==> src/rtl/dmardy_pkg.sv <==
package dmardy_pkg;

    typedef enum logic [1:0] {
        MODE_BYTE   = 2'd0,
        MODE_STREAM = 2'd1,
        MODE_BLOCK  = 2'd2
    } ready_mode_e;

    typedef enum logic {
        RX_IDLE = 1'b0,
        RX_HELD = 1'b1
    } rx_hold_e;

    function automatic int trig_level(input logic [1:0] sel);
        int lvl;
        unique case (sel)
            2'b00:   lvl = 1;
            2'b01:   lvl = 4;
            2'b10:   lvl = 8;
            default: lvl = 14;
        endcase
        return lvl;
    endfunction

endpackage

==> src/rtl/dmardy_mode_trk.sv <==
module dmardy_mode_trk
    import dmardy_pkg::*;
(
    input  logic        clk,
    input  logic        rst_n,
    input  logic        fifo_en,
    input  logic        dma_mode,
    output ready_mode_e mode,
    output logic        mode_chg
);

    ready_mode_e prev_q;

    always_comb begin
        if (!fifo_en)
            mode = MODE_BYTE;
        else if (dma_mode)
            mode = MODE_BLOCK;
        else
            mode = MODE_STREAM;
    end

    always_ff @(posedge clk) begin
        if (!rst_n)
            prev_q <= MODE_BYTE;
        else
            prev_q <= mode;
    end

    assign mode_chg = (mode != prev_q);

endmodule

==> src/rtl/dmardy_rx_fsm.sv <==
module dmardy_rx_fsm
    import dmardy_pkg::*;
#(
    parameter int CNT_W = 5
) (
    input  logic             clk,
    input  logic             rst_n,
    input  logic             arm_en,
    input  logic [CNT_W-1:0] rx_count,
    input  logic [1:0]       rx_trig_sel,
    input  logic             rx_timeout,
    output logic             hold_d
);

    rx_hold_e         state_q;
    rx_hold_e         state_d;
    logic [CNT_W-1:0] trig;

    assign trig = CNT_W'(trig_level(rx_trig_sel));

    always_ff @(posedge clk) begin
        if (!rst_n)
            state_q <= RX_IDLE;
        else
            state_q <= state_d;
    end

    always_comb begin
        state_d = state_q;
        unique case (state_q)
            RX_IDLE: if (arm_en && ((rx_count >= trig) || rx_timeout))
                         state_d = RX_HELD;
            RX_HELD: if (!arm_en || (rx_count == '0))
                         state_d = RX_IDLE;
            default: state_d = RX_IDLE;
        endcase
    end

    assign hold_d = (state_d == RX_HELD);


    disarm_clears_chk: assert property (@(posedge clk) disable iff (!rst_n)
        !arm_en |=> (state_q == RX_IDLE));

endmodule

==> src/rtl/uart_dma_ready_gen.sv <==
module uart_dma_ready_gen
    import dmardy_pkg::*;
#(
    parameter int DEPTH = 16,
    localparam int CNT_W = $clog2(DEPTH + 1)
) (
    input  logic             clk,
    input  logic             rst_n,
    input  logic             fifo_en,
    input  logic             dma_mode,
    input  logic [1:0]       rx_trig_sel,
    input  logic [CNT_W-1:0] rx_count,
    input  logic [CNT_W-1:0] tx_count,
    input  logic             rhr_full,
    input  logic             thr_empty,
    input  logic             rx_timeout,
    input  logic             rx_fifo_clr,
    output logic             rxrdy_n,
    output logic             txrdy_n
);

    localparam logic [CNT_W-1:0] FULL_CNT = CNT_W'(DEPTH);

    ready_mode_e mode;
    logic        mode_chg;
    logic        arm_en;
    logic        hold_d;

    dmardy_mode_trk u_mode (
        .clk      (clk),
        .rst_n    (rst_n),
        .fifo_en  (fifo_en),
        .dma_mode (dma_mode),
        .mode     (mode),
        .mode_chg (mode_chg)
    );

    assign arm_en = (mode == MODE_BLOCK) && !mode_chg && !rx_fifo_clr;

    dmardy_rx_fsm #(.CNT_W(CNT_W)) u_rx_fsm (
        .clk         (clk),
        .rst_n       (rst_n),
        .arm_en      (arm_en),
        .rx_count    (rx_count),
        .rx_trig_sel (rx_trig_sel),
        .rx_timeout  (rx_timeout),
        .hold_d      (hold_d)
    );

    always_ff @(posedge clk) begin
        if (!rst_n) begin
            rxrdy_n <= 1'b1;
            txrdy_n <= 1'b1;
        end else begin
            unique case (mode)
                MODE_BYTE: begin
                    rxrdy_n <= !rhr_full;
                    txrdy_n <= !thr_empty;
                end
                MODE_STREAM: begin
                    rxrdy_n <= (rx_count == '0);
                    txrdy_n <= (tx_count != '0);
                end
                MODE_BLOCK: begin
                    rxrdy_n <= !hold_d;
                    txrdy_n <= (tx_count >= FULL_CNT);
                end
                default: begin
                    rxrdy_n <= 1'b1;
                    txrdy_n <= 1'b1;
                end
            endcase
        end
    end


    byte_tx_ready_chk: assert property (@(posedge clk) disable iff (!rst_n)
        (!fifo_en && thr_empty) |=> !txrdy_n);


    stream_rx_ready_chk: assert property (@(posedge clk) disable iff (!rst_n)
        (fifo_en && !dma_mode && rx_count != '0) |=> !rxrdy_n);


    block_rx_hold_chk: assert property (@(posedge clk) disable iff (!rst_n)
        (fifo_en && dma_mode && $stable(fifo_en) && $stable(dma_mode) &&
         !rxrdy_n && rx_count != '0 && !rx_fifo_clr) |=> !rxrdy_n);


    block_rx_drain_chk: assert property (@(posedge clk) disable iff (!rst_n)
        (fifo_en && dma_mode && rx_count == '0 && !rx_timeout) |=> rxrdy_n);


    block_tx_full_chk: assert property (@(posedge clk) disable iff (!rst_n)
        (fifo_en && dma_mode && tx_count >= FULL_CNT) |=> txrdy_n);

endmodule

==> config.mk <==
export PLATFORM = sky130hd
export DESIGN_NAME = uart_dma_ready_gen
export DESIGN_NICKNAME = d
export VERILOG_FILES = /design/src/rtl/dmardy_pkg.sv /design/src/rtl/dmardy_mode_trk.sv /design/src/rtl/dmardy_rx_fsm.sv /design/src/rtl/uart_dma_ready_gen.sv
export SDC_FILE = /design/constraint.sdc
export NUM_CORES = 1
export LEC_CHECK = 0
export BUFFER_PORTS_ARGS = -buffer_cell sky130_fd_sc_hd__buf_2
export CAP_MARGIN = 10
export CELL_PAD_IN_SITES_DETAIL_PLACEMENT = 0
export CELL_PAD_IN_SITES_GLOBAL_PLACEMENT = 2
export CORE_AREA = 2 2 43 45
export DETAILED_ROUTE_END_ITERATION = 12
export DIE_AREA = 0 0 45 47
export PLACE_DENSITY_LB_ADDON = 0.1
export SYNTH_ARGS = -nofsm -noshare
export SYNTH_HDL_FRONTEND = slang
export SYNTH_SLANG_ARGS = --single-unit
==> constraint.sdc <==
create_clock -name clk -period 2.23 [get_ports clk]
set_input_delay 0 -clock clk [delete_from_list [all_inputs] [get_ports clk]]
set_output_delay 0 -clock clk [all_outputs]
set_load 0.005 [all_outputs]
# Word level (Yosys, flattened, before mapping)

Cells that the tools add are included.
Widths: inputs -> output; s select.

Logic and storage cells: 35
Bits of input ports: 20
Output and inout bits: 2
Register bits: 5

Equal/unequal tests: 5
Muxes and demuxes: 8
Reduce and logical (&&, ||, !) cells: 15
Order comparisons: 2
Bitwise gates (word level): 1

Operators by type and width:

| cell               | number |
|---|---|
| $pmux 4 s3         | 1 |
| $logic_not 1->1    | 6 |
| $pmux 1 s3         | 2 |
| $ge 5x4->1         | 1 |
| $ge 5x5->1 const B | 1 |
| $logic_not 5->1    | 1 |
| $reduce_bool 5->1  | 1 |
| $eq 2x1->1 const B | 2 |
| $eq 2x2->1 const B | 2 |
| $logic_not 2->1    | 2 |
| $mux 2             | 2 |
| $logic_and 1x1->1  | 3 |
| $logic_or 1x1->1   | 2 |
| $mux 1             | 2 |
| $ne 2x2->1         | 1 |
| $pmux 1 s2         | 1 |
| $not 1->1          | 1 |

# Depth between registers and ports, before layout

Depth after elaboration: 12
Depth in mapped cells: 6
Gate-level depth less buffers: 6

# Hierarchy

A second synthesis with hierarchy kept.

Cells, all modules: 46
Area total of the unflattened synthesis: 400.4 µm²

Modules (own cells, without submodules):

| module             | cells each | area each (µm²) | sequential area each (µm²) | times used |
|---|---|---|---|---|
| dmardy_rx_fsm      | 19         | 147.6           | 20.0                       | 1 |
| uart_dma_ready_gen | 16         | 142.6           | 40.0                       | 1 |
| dmardy_mode_trk    | 11         | 110.1           | 40.0                       | 1 |

# Worst setup path after synthesis

OpenSTA, ideal clock, no wires.

Path kind: in2reg
Start point: input port rx_trig_sel[0]
End point: register u_rx_fsm.state_q
Setup time: 0.115 ns
Slack: 1.153 ns
Data arrival time: 0.961 ns
Required time: 2.115 ns
Path buffers: 0
Stages: 6
Cells stage by stage: nor2_1 > ha_1 > nand2b_1 > a211oi_1 > o21ai_0 > and3_1

Cells in the longest elaborated chain, start to end: 7
Elaborated cells between the ends (all ways): 9
Those cells by class: 1 x order compare; 2 x eq/ne; 3 x mux; 3 x reduce/logical

RTL lines:

| element                                  | RTL line                 | text |
|---|---|---|
| start: declaration                       | uart_dma_ready_gen.sv:11 | `input logic [1:0] rx_trig_sel,` |
| $eq 2x2->1, or another cell as far along | dmardy_pkg.sv:16         | `unique case (sel)` |
| $pmux 4 s3 (*)                           | dmardy_pkg.sv:16         |  |
| $ge 5x4->1 (*)                           | dmardy_rx_fsm.sv:31      | `RX_IDLE: if (arm_en && ((rx_count >= trig) \|\| rx_timeout))` |
| $logic_or 1x1->1 (*)                     | dmardy_rx_fsm.sv:31      |  |
| $logic_and 1x1->1 (*)                    | dmardy_rx_fsm.sv:31      |  |
| $mux 1 (*)                               | dmardy_rx_fsm.sv:31      |  |
| $pmux 1 s2 (*)                           | dmardy_rx_fsm.sv:30      | `unique case (state_q)` |
| end signal: assignment                   | dmardy_rx_fsm.sv:25      | `state_q <= state_d;` |
| end: declaration                         | dmardy_rx_fsm.sv:15      | `rx_hold_e state_q;` |

Every way passes the cells marked *; elsewhere a longest branch is shown, timed or not.
A chain may end at the register's enable or synchronous reset.

==> flow_summary.toml <==
[finish]
final_util = 0.298
fillers = 194
fin_nets = 88
drive_gt1_frac = 0.444
area_growth_pct = 54.1
final_common_cell = "buf_2"
final_cell_mix = "21 x buf_2, 5 x dfxtp_1, 4 x inv_1, 4 x ha_1"
diodes = 0

[critical_path]
start_kind = "primary input"
max_stage_delay_ns = 0.53
worstPathArrival_ns = 1.26
crit_start = "rst_n"
worst_path_max_delay_cell = "dlygate4sd3_1"
critPathMostFrequentCell = "and3_1"
critical_path_required_ns = 2.36
rr_worst_depth = 3
worstPathMaxFanout = 4
r2r_slack_ns = 1.30
cp-end-kind = "register"
r2r_start = "u_rx_fsm.state_q"
crit_chain = "dlygate4sd3_1 > buf_2 > and3_1 > and4bb_2 > and3_1"
criticalPathCategory = "primary input to register"

[placed_design]
io_buffers = 21
hpwl_um = 608
gp_congestion = 0.605

[route]
top_layer = "met4"
wl_um = 731
wl_met1_um = 331
drtIter0Drc = 5
detail_route.first_pass.iterations = 4
ant_nets = 0
vias = 341
drc = 0
wl_met2_um = 306
via_per_inst = 4.26
wire_per_inst_um = 9.14
wl_met3_um = 84

[die]
start_util = 0.193
die_h_um = 47
dieArea_um2 = 2120
core_area_um2 = 1650
io_pins = 22
die_x_um = 45
rows = 15

[sta]
min_period_over_period = 0.507
tns_ns = 0
finalClockSkew_ns = 0.00236
post-route-min-period_ns = 1.13
slew_headroom = 0.805
fmax_ghz = 0.885
setup_violations = 0
rsz0062_at_grt = "false"
finalHoldViolCount = 0
drv_slew = 0
worst_pin_slew_ns = 0.290

[status]
outcome = "finished clean"

[clocking]
cts.clk_slew.worst_paths_ns = 0.05
cts_tree = "built"
htreeDepth = 1
clock_latency_ns = 0.24
cts_setup_buffers = 0
numCtsBuffers = 3
clk_path_buf_depth = 2
clock_sinks = 5
clock-root-buffer = "clkbuf_4"

[logic_synthesis]
synth_seq_area_share = 0.314
avgSynthCellArea_um2 = 8.86
synth-seq-cells = 5
postSynthCellCount = 36
yosysWarnings = 0
syn-num-nets = 60
syn_area_um2 = 319
ys_types = 17

[hold_path]
whs_path_depth = 3
hp-start = "fifo_en"
hold_path.class = "primary input to register"

[global_route]
grt_max_degree = 7
antenna_found_initial = 0
grt_pass1_wl_mm = 1.08
grt_usage = 0.0772
gr-total-overflow = 0
grt_pass1_vias = 285

[pwr]
finalPower_uw = 247
ir_drop_v = 0.000256
p_leak_uw = 0.000244
power.density_nw_per_um2 = 501

[flow_run]
max_cap_violations = 0
per-layer routing:
metal  vias to the layer above  GRT usage
met1                       138     0.0872
li1                        184          -
met2                        17      0.106
met3                         2     0.0269
met5                         -          0
met4                         0     0.0882
critical path, delay by kind of cell:
family / cells / cell delay, ns
buffers and inverters: 2 / 0.68
and+or+nand+nor: 3 / 0.59
Yosys cell counts, drive strengths merged:
| cell type | count | area, um2 |
|---|---|---|
| a211oi | 1 | 7.51 |
| a32oi | 1 | 16.3 |
| and3 | 2 | 12.5 |
| and4bb | 1 | 12.5 |
| dfxtp | 5 | 100 |
| ha | 4 | 50.1 |
| inv | 4 | 15.0 |
| nand2 | 3 | 11.3 |
| nand2b | 2 | 12.5 |
| nor2 | 4 | 22.5 |
| nor2b | 1 | 6.26 |
| nor3b | 1 | 7.51 |
| nor4 | 2 | 12.5 |
| o21ai | 3 | 15.0 |
| o22ai | 1 | 6.26 |
| or4 | 1 | 11.3 |
final cells by class:
cell class	instances	area, um2	area share
multi-input cells	27	204	0.415
repair buffers	23	125	0.254
flip-flops and latches	5	100	0.204
clock buffers	4	26.3	0.0534
well taps	17	21.3	0.0433
inverters	4	15.0	0.0305
path summary, 6_finish.rpt:
kind / to
setup / recovery: u_rx_fsm.state_q
hold / removal: u_mode.prev_q[0]
setup reg to reg: u_rx_fsm.state_q
hold reg to reg: rxrdy_n
cells by family (layout without fill, tap and decap cells):
family,after synthesis,in the layout,share of synthesized area
and+or+nand+nor,17,17,0.341
buffers and inverters,4,31,0.0470
AOI/OAI and AO/OA,6,6,0.141
DFF,5,5,0.314
adders and majority gates,4,4,0.157
where the power goes:
group | switching, uW | total, uW | internal (uW)
combinational | 20.4 | 47.5 | 27.0
clock | 37.3 | 105 | 67.7
sequential | 0.724 | 94.2 | 93.5
state kept, by name (all words and copies together) (netlist names):
name / flops
rxrdy_n: 1
txrdy_n: 1
u_mode.prev_q: 2
u_rx_fsm.state_q: 1
stage by stage:
stage	instance area [um2]	std cells	setup WS [ns]	hold WS [ns]
after detailed placement	445	74	0.925	0.212
after global placement	445	74	0.936	0.209
after CTS	492	80	1.11	0.0210
after floorplan	319	36	1.15	0.0715
after global routing	492	80	1.08	0.0222
final	492	80	1.10	0.0289
repair_timing:
| action | 4_1_cts | 5_1_grt |
|---|---|---|
| resized for setup | 0 | 0 |
| endpoints found under the hold margin | 3 | 0 |
| hold buffers | 2 | 0 |
Note: power is estimated with default switching activity, not from simulation.
